[config.mk]
export PLATFORM = sky130hd
export DESIGN_NAME = ppa_regio_engine
export DESIGN_NICKNAME = d
export VERILOG_FILES = /design/src/rtl/ppa_pkg.sv /design/src/rtl/ppa_step_seq.sv /design/src/rtl/ppa_hold_timer.sv /design/src/rtl/ppa_rd_merge.sv /design/src/rtl/ppa_regio_engine.sv
export SDC_FILE = /design/constraint.sdc
export NUM_CORES = 1
export LEC_CHECK = 0
export ABC_AREA = 0
export ABC_CLOCK_PERIOD_IN_PS = 4300
export BUFFER_PORTS_ARGS = -buffer_cell sky130_fd_sc_hd__buf_2
export CORE_ASPECT_RATIO = 1.5
export CORE_UTILIZATION = 40
export DETAILED_ROUTE_END_ITERATION = 8
export REMOVE_ABC_BUFFERS = 1
export SLEW_MARGIN = 20
export SYNTH_ARGS = -nofsm -noshare
export SYNTH_HDL_FRONTEND = slang
export SYNTH_SLANG_ARGS = --single-unit
[constraint.sdc]
create_clock -name clk -period 4.3 [get_ports clk]
set_input_delay 0.645 -clock clk [delete_from_list [all_inputs] [get_ports clk]]
set_output_delay 0.645 -clock clk [all_outputs]
set_load 0.01 [all_outputs]
[src/rtl/ppa_pkg.sv]
package ppa_pkg;

  localparam int BYTE_W = 8;
  localparam int STEP_W = 3;

  typedef enum logic [2:0] {
    OP_DATA     = 3'd0,
    OP_CTRL     = 3'd1,
    OP_SMP_HI   = 3'd2,
    OP_SMP_LO   = 3'd3,
    OP_SMP_PAIR = 3'd4,
    OP_SMP_BUS  = 3'd5
  } op_e;

  typedef struct packed {
    op_e               op;
    logic [BYTE_W-1:0] val;
    logic              last;
  } step_t;

  localparam logic [1:0] MODE_NIB   = 2'd0;
  localparam logic [1:0] MODE_SPLIT = 2'd1;

  localparam logic [BYTE_W-1:0] KEY_RD_NIB   = 8'h39;
  localparam logic [BYTE_W-1:0] KEY_RD_SPLIT = 8'h31;
  localparam logic [BYTE_W-1:0] KEY_RD_BYTE  = 8'h29;
  localparam logic [BYTE_W-1:0] KEY_WR       = 8'h19;

  localparam logic [BYTE_W-1:0] SPLIT_AND = 8'h37;
  localparam logic [BYTE_W-1:0] SPLIT_OR  = 8'hF0;

  localparam logic [BYTE_W-1:0] CTL_IDLE  = 8'h04;
  localparam logic [BYTE_W-1:0] CTL_ARM   = 8'h01;
  localparam logic [BYTE_W-1:0] CTL_GO    = 8'h03;
  localparam logic [BYTE_W-1:0] CTL_SPLIT = 8'h05;
  localparam logic [BYTE_W-1:0] CTL_REV_A = 8'h21;
  localparam logic [BYTE_W-1:0] CTL_REV_B = 8'h23;

  localparam int DIR_BIT = 5;

  function automatic step_t mk_step(op_e o, logic [BYTE_W-1:0] v, logic l);
    step_t s;
    s.op   = o;
    s.val  = v;
    s.last = l;
    return s;
  endfunction

endpackage

[src/rtl/ppa_step_seq.sv]
module ppa_step_seq
  import ppa_pkg::*;
(
  input  logic [STEP_W-1:0] idx,
  input  logic              is_write,
  input  logic [1:0]        mode,
  input  logic [BYTE_W-1:0] addr,
  input  logic [BYTE_W-1:0] wdata,
  output step_t             step
);

  logic [BYTE_W-1:0] a_wr, a_nib, a_spl, a_byt;

  always_comb begin
    a_wr  = addr ^ KEY_WR;
    a_nib = addr ^ KEY_RD_NIB;
    a_spl = addr ^ KEY_RD_SPLIT;
    a_byt = addr ^ KEY_RD_BYTE;
    step  = mk_step(OP_CTRL, CTL_IDLE, 1'b1);
    if (is_write) begin
      case (idx)
        3'd0:    step = mk_step(OP_DATA, a_wr, 1'b0);
        3'd1:    step = mk_step(OP_CTRL, CTL_ARM, 1'b0);
        3'd2:    step = mk_step(OP_DATA, wdata, 1'b0);
        3'd3:    step = mk_step(OP_CTRL, CTL_GO, 1'b0);
        default: step = mk_step(OP_CTRL, CTL_IDLE, 1'b1);
      endcase
    end else if (mode == MODE_NIB) begin
      case (idx)
        3'd0:    step = mk_step(OP_DATA, a_nib, 1'b0);
        3'd1:    step = mk_step(OP_CTRL, CTL_ARM, 1'b0);
        3'd2:    step = mk_step(OP_CTRL, CTL_GO, 1'b0);
        3'd3:    step = mk_step(OP_DATA, a_nib, 1'b0);
        3'd4:    step = mk_step(OP_SMP_HI, '0, 1'b0);
        3'd5:    step = mk_step(OP_CTRL, CTL_ARM, 1'b0);
        3'd6:    step = mk_step(OP_SMP_LO, '0, 1'b0);
        default: step = mk_step(OP_CTRL, CTL_IDLE, 1'b1);
      endcase
    end else if (mode == MODE_SPLIT) begin
      case (idx)
        3'd0:    step = mk_step(OP_DATA, a_spl, 1'b0);
        3'd1:    step = mk_step(OP_CTRL, CTL_ARM, 1'b0);
        3'd2:    step = mk_step(OP_DATA, a_spl & SPLIT_AND, 1'b0);
        3'd3:    step = mk_step(OP_CTRL, CTL_GO, 1'b0);
        3'd4:    step = mk_step(OP_CTRL, CTL_SPLIT, 1'b0);
        3'd5:    step = mk_step(OP_DATA, a_spl | SPLIT_OR, 1'b0);
        3'd6:    step = mk_step(OP_SMP_PAIR, '0, 1'b0);
        default: step = mk_step(OP_CTRL, CTL_IDLE, 1'b1);
      endcase
    end else begin
      case (idx)
        3'd0:    step = mk_step(OP_DATA, a_byt, 1'b0);
        3'd1:    step = mk_step(OP_CTRL, CTL_ARM, 1'b0);
        3'd2:    step = mk_step(OP_CTRL, CTL_REV_A, 1'b0);
        3'd3:    step = mk_step(OP_CTRL, CTL_REV_B, 1'b0);
        3'd4:    step = mk_step(OP_SMP_BUS, '0, 1'b0);
        default: step = mk_step(OP_CTRL, CTL_IDLE, 1'b1);
      endcase
    end
  end

endmodule

[src/rtl/ppa_hold_timer.sv]
module ppa_hold_timer #(
  parameter int W = 4
) (
  input  logic         clk,
  input  logic         rst_n,
  input  logic         clr,
  input  logic         inc,
  input  logic [W-1:0] limit,
  output logic         at_zero,
  output logic         at_limit
);

  logic [W-1:0] cnt_q, cnt_d;
  logic         cnt_en;

  always_comb begin
    cnt_en = clr | inc;
    cnt_d  = clr ? '0 : cnt_q + 1'b1;
  end

  always_ff @(posedge clk or negedge rst_n) begin
    if (!rst_n)      cnt_q <= '0;
    else if (cnt_en) cnt_q <= cnt_d;
  end

  assign at_zero  = (cnt_q == '0);
  assign at_limit = (cnt_q == limit);

endmodule

[src/rtl/ppa_rd_merge.sv]
module ppa_rd_merge
  import ppa_pkg::*;
(
  input  logic [1:0]        mode,
  input  logic [BYTE_W-1:0] smp_first,
  input  logic [BYTE_W-1:0] smp_second,
  input  logic [BYTE_W-1:0] smp_ctl,
  input  logic [BYTE_W-1:0] smp_bus,
  output logic [BYTE_W-1:0] byte_o
);

  logic unused_bits;
  assign unused_bits = ^{smp_first[2:0], smp_second[3:0], smp_ctl[7:4], smp_ctl[0]};

  always_comb begin
    case (mode)
      MODE_NIB:   byte_o = {smp_second[7:4], smp_first[7:4]};
      MODE_SPLIT: byte_o = {smp_ctl[3:1], smp_first[7:3]};
      default:    byte_o = smp_bus;
    endcase
  end

endmodule

[src/rtl/ppa_regio_engine.sv]
module ppa_regio_engine
  import ppa_pkg::*;
#(
  parameter int HOLD_W = 4,
  parameter int IDX_W  = 7
) (
  input  logic              clk,
  input  logic              rst_n,
  input  logic              req_valid,
  input  logic              req_write,
  input  logic              req_bank,
  input  logic [IDX_W-1:0]  req_index,
  input  logic [7:0]        req_wdata,
  input  logic [1:0]        req_mode,
  input  logic [HOLD_W-1:0] hold_cfg,
  output logic              busy,
  output logic              done,
  output logic [7:0]        rdata,
  output logic [7:0]        pp_data_o,
  output logic              pp_data_oe,
  output logic [7:0]        pp_ctrl_o,
  input  logic [7:0]        pp_data_i,
  input  logic [7:0]        pp_status_i,
  input  logic [7:0]        pp_ctrl_i
);

  localparam int ADDR_W = IDX_W + 1;

  typedef enum logic {ST_IDLE, ST_RUN} st_e;

  st_e                st_q, st_d;
  logic [STEP_W-1:0]  stp_q, stp_d;
  logic               wr_q, wr_d;
  logic [1:0]         mode_q, mode_d;
  logic [ADDR_W-1:0]  addr_q, addr_d;
  logic [BYTE_W-1:0]  wdat_q, wdat_d;
  logic [HOLD_W-1:0]  hold_q, hold_d;
  logic [BYTE_W-1:0]  data_q, data_d, ctrl_q, ctrl_d;
  logic [BYTE_W-1:0]  s1_q, s1_d, s2_q, s2_d, sc_q, sc_d, sb_q, sb_d;
  logic               done_q, done_d;
  logic [BYTE_W-1:0]  rdat_q, rdat_d;

  step_t              cur;
  logic [BYTE_W-1:0]  merged;
  logic               run, accept, is_smp, act, step_end;
  logic               t_zero, t_lim;

  ppa_step_seq u_seq (
    .idx      (stp_q),
    .is_write (wr_q),
    .mode     (mode_q),
    .addr     (addr_q),
    .wdata    (wdat_q),
    .step     (cur)
  );

  ppa_hold_timer #(.W(HOLD_W)) u_tmr (
    .clk      (clk),
    .rst_n    (rst_n),
    .clr      (accept | step_end),
    .inc      (run & ~step_end),
    .limit    (hold_q),
    .at_zero  (t_zero),
    .at_limit (t_lim)
  );

  ppa_rd_merge u_merge (
    .mode       (mode_q),
    .smp_first  (s1_q),
    .smp_second (s2_q),
    .smp_ctl    (sc_q),
    .smp_bus    (sb_q),
    .byte_o     (merged)
  );

  always_comb begin
    run      = (st_q == ST_RUN);
    accept   = (st_q == ST_IDLE) && req_valid;
    is_smp   = (cur.op != OP_DATA) && (cur.op != OP_CTRL);
    act      = run && t_zero;
    step_end = run && (is_smp || t_lim);

    st_d   = st_q;   stp_d  = stp_q;
    wr_d   = wr_q;   mode_d = mode_q;
    addr_d = addr_q; wdat_d = wdat_q; hold_d = hold_q;
    data_d = data_q; ctrl_d = ctrl_q;
    s1_d   = s1_q;   s2_d   = s2_q;   sc_d = sc_q; sb_d = sb_q;
    rdat_d = rdat_q; done_d = 1'b0;

    if (accept) begin
      st_d   = ST_RUN;
      stp_d  = '0;
      wr_d   = req_write;
      mode_d = req_mode;
      addr_d = {req_bank, req_index};
      wdat_d = req_wdata;
      hold_d = hold_cfg;
    end

    if (act) begin
      case (cur.op)
        OP_DATA:     data_d = cur.val;
        OP_CTRL:     ctrl_d = cur.val;
        OP_SMP_HI:   s1_d   = pp_status_i;
        OP_SMP_LO:   s2_d   = pp_status_i;
        OP_SMP_PAIR: begin s1_d = pp_status_i; sc_d = pp_ctrl_i; end
        OP_SMP_BUS:  sb_d   = pp_data_i;
        default:     ;
      endcase
    end

    if (step_end) begin
      if (cur.last) begin
        st_d   = ST_IDLE;
        done_d = 1'b1;
        if (!wr_q) rdat_d = merged;
      end else begin
        stp_d = stp_q + 1'b1;
      end
    end
  end

  always_ff @(posedge clk or negedge rst_n) begin
    if (!rst_n) begin
      st_q   <= ST_IDLE;
      stp_q  <= '0;
      wr_q   <= 1'b0;
      mode_q <= '0;
      addr_q <= '0;
      wdat_q <= '0;
      hold_q <= '0;
      data_q <= '0;
      ctrl_q <= CTL_IDLE;
      s1_q   <= '0;
      s2_q   <= '0;
      sc_q   <= '0;
      sb_q   <= '0;
      done_q <= 1'b0;
      rdat_q <= '0;
    end else begin
      st_q   <= st_d;
      stp_q  <= stp_d;
      wr_q   <= wr_d;
      mode_q <= mode_d;
      addr_q <= addr_d;
      wdat_q <= wdat_d;
      hold_q <= hold_d;
      data_q <= data_d;
      ctrl_q <= ctrl_d;
      s1_q   <= s1_d;
      s2_q   <= s2_d;
      sc_q   <= sc_d;
      sb_q   <= sb_d;
      done_q <= done_d;
      rdat_q <= rdat_d;
    end
  end

  assign busy       = run;
  assign done       = done_q;
  assign rdata      = rdat_q;
  assign pp_data_o  = data_q;
  assign pp_ctrl_o  = ctrl_q;
  assign pp_data_oe = ~ctrl_q[DIR_BIT];

endmodule

==> results of run 1 <==
==> kinds of logic (layout without fill, tap and decap cells) <==
logic type	count (synthesis)	count (layout)	synth area share, %
xor+xnor	5	5	1.077
fa+ha+maj	7	7	2.153
compound gates	82	82	13.81
mux	55	55	14.92
buf+inv	33	99	3.291
simple gates	150	150	17.96
flops	76	76	46.79
==> critical path, cell delays in order (launching register included) <==
cell and delay, ns:
dfrtp_1 0.42, inv_1 0.08, ha_1 0.43, nor4_1 0.77
nor2_1 0.17, o21a_1 0.23, nor3_2 0.57, mux2_2 0.41
==> placed cells by master (no fill, tap or decap), types with 3 or more instances in the layout <==
| cell | synthesis | final |
|---|---|---|
| a22oi_1 | 3 | 3 |
| buf_4 | 1 | 5 |
| o21ai_0 | 22 | 22 |
| a31oi_1 | 5 | 5 |
| ha_1 | 7 | 7 |
| o21a_1 | 3 | 3 |
| mux2_2 | 45 | 45 |
| a21oi_1 | 16 | 16 |
| xor2_1 | 4 | 4 |
| inv_1 | 11 | 11 |
| a211oi_1 | 3 | 3 |
| clkbuf_16 | 0 | 9 |
| o31ai_1 | 4 | 4 |
| nor4_1 | 3 | 3 |
| buf_2 | 5 | 67 |
| nand2_1 | 91 | 91 |
| nand2b_1 | 11 | 11 |
| dfrtp_1 | 75 | 75 |
| nor3_1 | 6 | 6 |
| nand3_1 | 3 | 3 |
| nor2_1 | 13 | 13 |
| nor2b_1 | 8 | 7 |
| clkbuf_8 | 0 | 3 |
| mux2i_1 | 10 | 10 |
==> final timing paths <==
path	from	slack [ns]	to	cells after the start
setup / recovery	stp_q[0]$_DFF_PN0_	1.11	rdata[1]$_DFFE_PN0P_	7
hold / removal	rst_n	0.43	rdata[6]$_DFFE_PN0P_	1
setup reg to reg	stp_q[0]$_DFF_PN0_	1.11	rdata[1]$_DFFE_PN0P_	7
hold reg to reg	wdat_q[4]$_DFFE_PN0P_	0.48	wdat_q[4]$_DFFE_PN0P_	2
max in group asynchronous	rst_n	3.22	pp_ctrl_o[3]$_DFFE_PN0P_	1
min in group clk	wdat_q[4]$_DFFE_PN0P_	0.48	wdat_q[4]$_DFFE_PN0P_	2
==> power by group <==
part	switching, mW	internal [mW]	total [mW]	leakage [nW]
clock	0.282	0.556	0.838	0.162
sequential	0.289	1.01	1.30	0.971
combinational	0.972	0.754	1.73	1.16
total	1.54	2.32	3.87	2.29
==> state kept, by name, indices dropped and copies added, names as in the netlist <==
name / cells
addr_q: 8
pp_ctrl_o: 8
pp_data_o: 8
rdata: 8
sb_q: 8
wdat_q: 8
s1_q: 5
hold_q: 4
s2_q: 4
u_tmr.cnt_q: 4
sc_q: 3
stp_q: 3
mode_q: 2
busy: 1
done: 1
wr_q: 1
==> routing by layer <==
layer,wire length [um],share of wire [%]
met4,208,2.2
met3,430,4.6
met2,4825,52
met5,0,0
met1,3881,42
==> metrics by stage <==
stage               hold WS (ns)  setup slack (ns)  utilization [%]
floorplan                 0.3494             1.658                -
global placement          0.4633             1.186            45.86
detailed placement        0.4659             1.147            45.86
CTS                       0.4798             1.128            49.31
global route              0.5028            0.8843            49.31
finish                    0.4328             1.105            49.31
==> layout make-up <==
cell class                      instances  area, sq um
Timing Repair Buffer                   72        372.9
Clock buffer                           13        270.3
Tap cell                              115        143.9
Sequential cell                        76         1903
Multi-Input combinational cell        299         2033
Inverter                               11        41.29
Fill cell                             932         4967
Clock inverter                          3        67.56
==> qor.txt, run 1 <==
Outcome - finished with violations
Violations in the final reports - design-rule violations
I/O Pins - 77
Total Negative Setup Slacks - 0 ns
Die Span X - 84.34 um
Gp weighted congestion - 0.8533
CTS Buf Count - 9
Total wire length - 9345 um
EDFF count, synth - 0
GRT Overall Usage - 18.76%
Site row count - 44
Synth top area share - 46.14%
Post-cts sizing count - 0
Fmax achieved - 0.3130 GHz
Critical Path End Type - register
Die area - 10580 sq um
Grt met1 use - 22.12%
First-pass GRT wire length - 15530 um
Setup Viol. Count Final - 0
Count leader, synth - nand2_1
Register area share after synthesis - 46.79%
Floorplan core area - 9799 sq um
Clock Latency Late Sink - 0.34 ns
Area growth from synthesis to layout - 18.79%
GRT Max-Usage Layer - met2
Die Y - 125.5 um
Top cells by count, synth - 91 x nand2_1, 75 x dfrtp_1, 45 x mux2_2
DR vias/cell - 5.453
Met3 Track Usage GR - 3.894%
Data arrival, critical path - 3.41 ns
Post-Place Cells - 573
Post-Syn Instances - 408
Yosys reg bits - 76
Vias in the first global route - 3222
Synth top area cells - dfrtp_1 46%, mux2_2 12%, nand2_1 8.4%
Critical Path RT - 4.52 ns
Wire length per cell - 15.87 um
Final Max Tran Viols - 0
CTS tree - done
PortBufs - 68
Synth unique cells - 58
Final HPWL DP - 6731 um
Syn_area_per_cell - 9.970 sq um
Layout Cells excl Fill - 589
Max cap viols - 0
Grt ovf - 0
Final #Nets - 526
Hold Path Class - primary input to asynchronous set/reset pin
Clock Sinks - 76
Fin. Hold Viols - 0
Initial core utilization - 41.51%
Critical path peak fanout - 17
Worst Tran Pin Value - 0.9498 ns
Initial antenna violation count - 0
Setup Buffers After CTS - 0
Routed via count - 3212
Clk buf depth - 2
DP Area - 4494 sq um
Post-route cell area - 4832 sq um
Clk pin slew, worst setup/hold paths - 0.06 ns
H-Tree Depth - 3
Worst Clk Skew - 0.007909 ns
WS Path Type - register to register
Largest net degree at the start of global routing - 77
Startpoint types - register
Hold-fix buffers, CTS - 0
Leakage - 2.289 nW
Share of cells above drive strength 1 - 31.01%
RSZ-0062 raised after global routing - false
Worst IR drop on VDD - 279.8 uV
Synth area leader - dfrtp_1
# DRC - 4
Crit share post-route - 74.29%
Async SR Flop Fraction - 100.0%
Power density over the cells - 800.2 nW/um^2
ANT nets after route - 0
Main synth FF type - dfrtp_1
Total power - 3.867 mW
Clk root buf - clkbuf_16
Antenna diodes - 0
Tmin final - 3.195 ns
Met2 Use GR - 32.02%
Drt pass-1 iters - 6
1st-iter DRT viols - 179
Slew Limit Headroom - 36.68%
Syn Std Cell Area - 4068 sq um
Yosys warns - 0
No activity file was read; power rests on OpenSTA's default activity.
==> run 2: changes to the inputs <==
Settings changed: ABC_CLOCK_PERIOD_IN_PS 4300 to 3000.
Clock period 4.3 ns to 3 ns, I/O delays scaled along.
==> run 2 against run 1 <==
The run still ends with design-rule violations left. Global-route usage grew 0.64 points. Critical path depth grew 2. Combinational power grew 57%.
==> qor.txt, run 2 (synthesis results as in run 1) <==
Clk pin slew, worst setup/hold paths - 0.06 ns (about the same)
DR vias/cell - 5.394 (-1.1%)
Critical Path End Type - register
Fmax achieved - 0.3625 GHz (+16%)
Max Used Layer - met4
Fillers - 950 (+1.9%)
CTS Buf Count - 9 (unchanged)
Fin. Hold Viols - 0 (unchanged)
Worst IR drop on VDD - 546.1 uV (+95%)
Grt ovf - 0 (unchanged)
I/O Pins - 77 (unchanged)
Critical path's largest stage delay - 0.52 ns (-0.25 ns)
Violations in the final reports - design-rule violations
RSZ-0062 raised after global routing - false
Layout Cells excl Fill - 606 (+2.9%)
First-pass GRT wire length - 16120 um (+3.8%)
Multi-input logic area - 2033 sq um (unchanged)
Critical path peak fanout - 9 (-8)
CTS tree - done
Largest net degree at the start of global routing - 77 (unchanged)
Routed via count - 3269 (+1.8%)
Register share of total power - 32.7% (-1.0 points)
FF+latch area - 1903 sq um (unchanged)
Switching Share - 41.15% (+1.2 points)
Largest delay share family, worst path - simple AND/OR/NAND/NOR gates
Leakage - 2.348 nW (+2.6%)
Worst R2R Start - stp_q[0]$_DFF_PN0_
Initial core utilization - 41.51% (unchanged)
Clock share of power - 17.8% (-3.9 points)
Worst Tran Pin Value - 0.9348 ns (-0.01497 ns)
Met3 Routed Length - 339 um (-21%)
Crit share post-route - 91.95% (+18 points)
PortBufs - 68 (unchanged)
Die area - 10580 sq um (unchanged)
Antenna diodes - 0 (unchanged)
# DRC - 4 (unchanged)
Outcome - finished with violations
H-Tree Depth - 3 (unchanged)
Met2 wire length - 5082 um (+5.3%)
Tmin final - 2.758 ns (-0.4362 ns)
Floorplan core area - 9799 sq um (unchanged)
Final HPWL DP - 7076 um (+5.1%)
Data arrival, critical path - 2.98 ns (-0.43 ns)
Critical-path top delay cell - or3b_2
Area growth from synthesis to layout - 20.55%
CP bufs+invs - 3 (+2)
1st-iter DRT viols - 181 (+1.1%)
Share of cells above drive strength 1 - 33.60% (+2.6 points)
CP Cell Sequence - inv_1 -> ha_1 -> buf_4 -> nor2_1 -> nor4_2 -> or3b_2 -> nor3_4 -> buf_12 -> mux2_2
M1 WL - 3807 um (-1.9%)
Max cap viols - 0 (unchanged)
Clock Latency Late Sink - 0.34 ns (about the same)
Combinational share of power - 49.5% (+4.9 points)
Final Max Tran Viols - 0 (unchanged)
Initial antenna violation count - 0 (unchanged)
Post-cts sizing count - 0 (unchanged)
Critical Path RT - 3.22 ns (-1.30 ns)
Total Negative Setup Slacks - 0 ns (unchanged)
Total wire length - 9473 um (+1.4%)
Die Y - 125.5 um (unchanged)
Setup Buffers After CTS - 0 (unchanged)
Slew Limit Headroom - 37.68% (+1.0 points)
Clock Sinks - 76 (unchanged)
Die Span X - 84.34 um (unchanged)
Worst Clk Skew - 0.008804 ns (+0.0008953 ns)
P_int - 3.219 mW (+39%)
Hold Path Class - primary input to asynchronous set/reset pin
CP Launch Point - stp_q[0]$_DFF_PN0_
Hold-fix buffers, CTS - 0 (unchanged)
Startpoint types - register
Wire length per cell - 15.63 um (-1.5%)
Vias in the first global route - 3417 (+6.1%)
Clk buf depth - 2 (unchanged)
P_sw - 2.251 mW (+46%)
Drt pass-1 iters - 6 (unchanged)
ANT nets after route - 0 (unchanged)
Power density over the cells - 1116 nW/um^2 (+39%)
Final #Nets - 543 (+3.2%)
Gp weighted congestion - 0.8862 (+3.9%)
Commonest non-fill, non-tap cell in the layout - nand2_1
Most frequent cells in the layout - 91 x nand2_1, 75 x dfrtp_1, 67 x buf_2, 45 x mux2_2, 22 x o21ai_0
WS Path Type - register to register
Setup Viol. Count Final - 0 (unchanged)
GRT Overall Usage - 19.40% (+0.64 points)
Clk root buf - clkbuf_16
Post-Place Cells - 590 (+3.0%)
Site row count - 44 (unchanged)
-- run 2: cell types whose count changed in the layout (fill, tap and decap cells not counted), sizes merged --
cell,delta
clkinvlp,+1
buf,+17
clkinv,+5
bufinv,-2
clkbuf,-4
-- run 2: final timing paths --
check / slack [ns] / endpoint / cells after the start
worst max-delay path: 0.24 / sb_q[1]$_DFFE_PN0P_ / 9
worst min-delay path: 0.26 / sb_q[7]$_DFFE_PN0P_ / 1
worst max register to register: 0.24 / sb_q[1]$_DFFE_PN0P_ / 9
worst min register to register: 0.48 / wdat_q[6]$_DFFE_PN0P_ / 2
max in group asynchronous: 2.14 / u_tmr.cnt_q[0]$_DFFE_PN0P_ / 1
min in group clk: 0.30 / addr_q[5]$_DFFE_PN0P_ / 3
-- run 2: layout make-up --
cell class	count	share of cell area, %
repair buffers	89	10.46
multi-input cells	299	41.46
flip-flops and latches	76	38.81
clock buffers	9	4.593
well taps	115	2.934
inverters	11	0.8421
clock inverters	7	0.8931
-- run 2: routing by layer --
| metal | vias up | track usage [%] |
|---|---|---|
| li1 | 1593 | - |
| met1 | 1587 | 21.35 |
| met2 | 68 | 34.67 |
| met3 | 21 | 4.422 |
| met4 | 0 | 9.970 |
| met5 | - | 0 |
-- run 2: per-stage QoR --
stage / instance area (sq um) / hold WS [ns] / power, mW / setup WS, ns / utilization, %
final: 4903 / 0.2620 / 5.470 / 0.2415 / 50.04
after global routing: 4903 / 0.3043 / 5.922 / 0.09733 / 50.04
after CTS: 4903 / 0.2901 / 5.518 / 0.2488 / 50.04
after detailed placement: 4634 / 0.4644 / 4.522 / 0.2529 / 47.29
after global placement: 4634 / 0.4623 / 4.455 / 0.3038 / 47.29
after floorplan: 3975 / 0.1544 / 3.581 / 0.3585 / -
-- run 2: power by group through the flow --
stage | Combinational, mW | Clock [mW] | Sequential [mW]
3_3_place_gp | 2.66 | 0 | 1.80
4_1_cts | 2.72 | 1.00 | 1.79
6_report | 2.71 | 0.976 | 1.79
3_5_place_dp | 2.71 | 0 | 1.81
2_1_floorplan | 1.70 | 0 | 1.88
5_1_grt | 3.02 | 1.04 | 1.85
==> run 3: changes to the inputs <==
Settings changed: PLACE_DENSITY set to 0.59.
==> run 3 against run 2 <==
Register-to-register slack got worse by 0.05 ns. Maximum frequency decreased by 1.7%. Sequential power hardly changed. The run still ends with design-rule violations left. Power increased by 4.2%. Sequential cell count unchanged. Clock power increased by 21%. Final cell count shrank 0.17%. Sequential share of layout area decreased by 0.44 points. Critical endpoint is now pp_data_o[3]$_DFFE_PN0P_. Clock-buffer cell count grew 2.
==> qor.txt, run 3 (synthesis results as in run 1) <==
Initial antenna violation count - 0 (unchanged)
1st-iter DRT viols - 205 (+13%)
Most frequent cells in the layout - 91 x nand2_1, 75 x dfrtp_1, 67 x buf_2, 45 x mux2_2, 22 x o21ai_0
Vias in the first global route - 3427 (+0.29%)
Critical Path RT - 3.22 ns (about the same)
CTS tree - done
Setup Viol. Count Final - 0 (unchanged)
Total Negative Setup Slacks - 0 ns (unchanged)
Clock Latency Late Sink - 0.34 ns (about the same)
First-pass GRT wire length - 16330 um (+1.3%)
Post-cts sizing count - 0 (unchanged)
GRT Overall Usage - 19.75% (+0.35 points)
Post-Place Cells - 590 (unchanged)
Worst IR drop on VDD - 488.0 uV (-11%)
Area growth from synthesis to layout - 21.93%
Clk buf depth - 2 (unchanged)
Clock Sinks - 76 (unchanged)
CTS Buf Count - 9 (unchanged)
Clk root buf - clkbuf_16
Hold-fix buffers, CTS - 0 (unchanged)
Largest net degree at the start of global routing - 77 (unchanged)
Final Max Tran Viols - 0 (unchanged)
Fmax achieved - 0.3563 GHz (-1.7%)
Violations in the final reports - design-rule violations
Power density over the cells - 1149 nW/um^2 (+3.0%)
# DRC - 10 (+6)
DR vias/cell - 5.511 (+2.2%)
Layout Cells excl Fill - 605 (-0.17%)
Site row count - 44 (unchanged)
Antenna diodes - 0 (unchanged)
Fillers - 955 (+0.53%)
Worst Tran Pin Value - 0.9399 ns (+0.005142 ns)
Routed via count - 3334 (+2.0%)
Final Util - 50.61% (+0.57 points)
Data arrival, critical path - 3.03 ns (+0.05 ns)
Clk pin slew, worst setup/hold paths - 0.06 ns (about the same)
Wire length per cell - 16.15 um (+3.3%)
Total wire length - 9772 um (+3.2%)
Hold_ws - 0.2611 ns (-0.0008440 ns)
Worst Clk Skew - 0.007479 ns (-0.001325 ns)
ANT nets after route - 0 (unchanged)
Slew Limit Headroom - 37.34% (-0.34 points)
Die Y - 125.5 um (unchanged)
Critical Path End Type - register
Die Span X - 84.34 um (unchanged)
Post-route cell area - 4960 sq um (+1.1%)
Final HPWL DP - 7160 um (+1.2%)
Floorplan core area - 9799 sq um (unchanged)
WS Path Type - register to register
Worst setup margin - 0.1937 ns (-0.04785 ns)
Fin. Hold Viols - 0 (unchanged)
Critical path peak fanout - 12 (+3)
DP Area - 4634 sq um (unchanged)
Drt pass-1 iters - 6 (unchanged)
Share of cells above drive strength 1 - 33.47% (-0.14 points)
Max cap viols - 0 (unchanged)
Outcome - finished with violations
I/O Pins - 77 (unchanged)
PortBufs - 68 (unchanged)
Gp weighted congestion - 0.8735 (-1.4%)
Setup Buffers After CTS - 0 (unchanged)
Total power - 5.700 mW (+4.2%)
Commonest non-fill, non-tap cell in the layout - nand2_1
Die area - 10580 sq um (unchanged)
Grt ovf - 0 (unchanged)
Placement Setup Slack - 0.2195 ns (-0.03338 ns)
RSZ-0062 raised after global routing - false
Initial core utilization - 41.51% (unchanged)
Hold Path Class - primary input to asynchronous set/reset pin
Final #Nets - 543 (unchanged)
H-Tree Depth - 3 (unchanged)
Crit share post-route - 93.54% (+1.6 points)
Leakage - 2.375 nW (+1.2%)
Startpoint types - register
Tmin final - 2.806 ns (+0.04785 ns)
-- run 3: changes by cell type in the layout (fill, tap and decap cells not counted) --
cell	previous run	this run
clkbuf_8	0	2
clkinv_2	4	1
bufinv_16	0	2
clkinvlp_4	2	1
clkinv_4	1	0
-- run 3: power breakdown --
group          internal, mW  switching [mW]
clock                 0.767           0.413
combinational          1.20            1.55
sequential             1.46           0.314
-- run 3: worst paths after layout --
path | from | end | slack, ns | cells past startpoint
setup / recovery | stp_q[0]$_DFF_PN0_ | pp_data_o[3]$_DFFE_PN0P_ | 0.19 | 8
hold / removal | rst_n | rdata[7]$_DFFE_PN0P_ | 0.26 | 1
setup reg to reg | stp_q[0]$_DFF_PN0_ | pp_data_o[3]$_DFFE_PN0P_ | 0.19 | 8
hold reg to reg | wdat_q[4]$_DFFE_PN0P_ | wdat_q[4]$_DFFE_PN0P_ | 0.48 | 2
max in group asynchronous | rst_n | hold_q[3]$_DFFE_PN0P_ | 2.14 | 1
min in group clk | req_index[0] | addr_q[0]$_DFFE_PN0P_ | 0.30 | 3
-- run 3: per-layer routing --
layer	up-vias	share of wire, %	global-route usage (%)
met3	13	3.9	4.752
li1	1591	-	-
met2	87	54	36.26
met1	1643	41	21.85
met4	0	1.5	7.478
met5	-	0	0
-- run 3: worst max-delay path, stage by stage (launching register included) --
cell	delay [ns]
dfrtp_1	0.41
inv_1	0.08
ha_1	0.38
buf_4	0.24
nor2_1	0.22
a21oi_1	0.15
a221oi_4	0.57
o21ai_2	0.28
mux2_2	0.34
-- run 3: final cells by class --
| class | instances | area, sq um | share of cell area (%) |
|---|---|---|---|
| clock buffer | 11 | 252.7 | 5.096 |
| sequential | 76 | 1903 | 38.37 |
| inverter | 11 | 41.29 | 0.8325 |
| clock inverter | 4 | 72.57 | 1.463 |
| tap | 115 | 143.9 | 2.901 |
| timing repair buffer | 89 | 513.0 | 10.34 |
| multi-input combinational | 299 | 2033 | 40.99 |
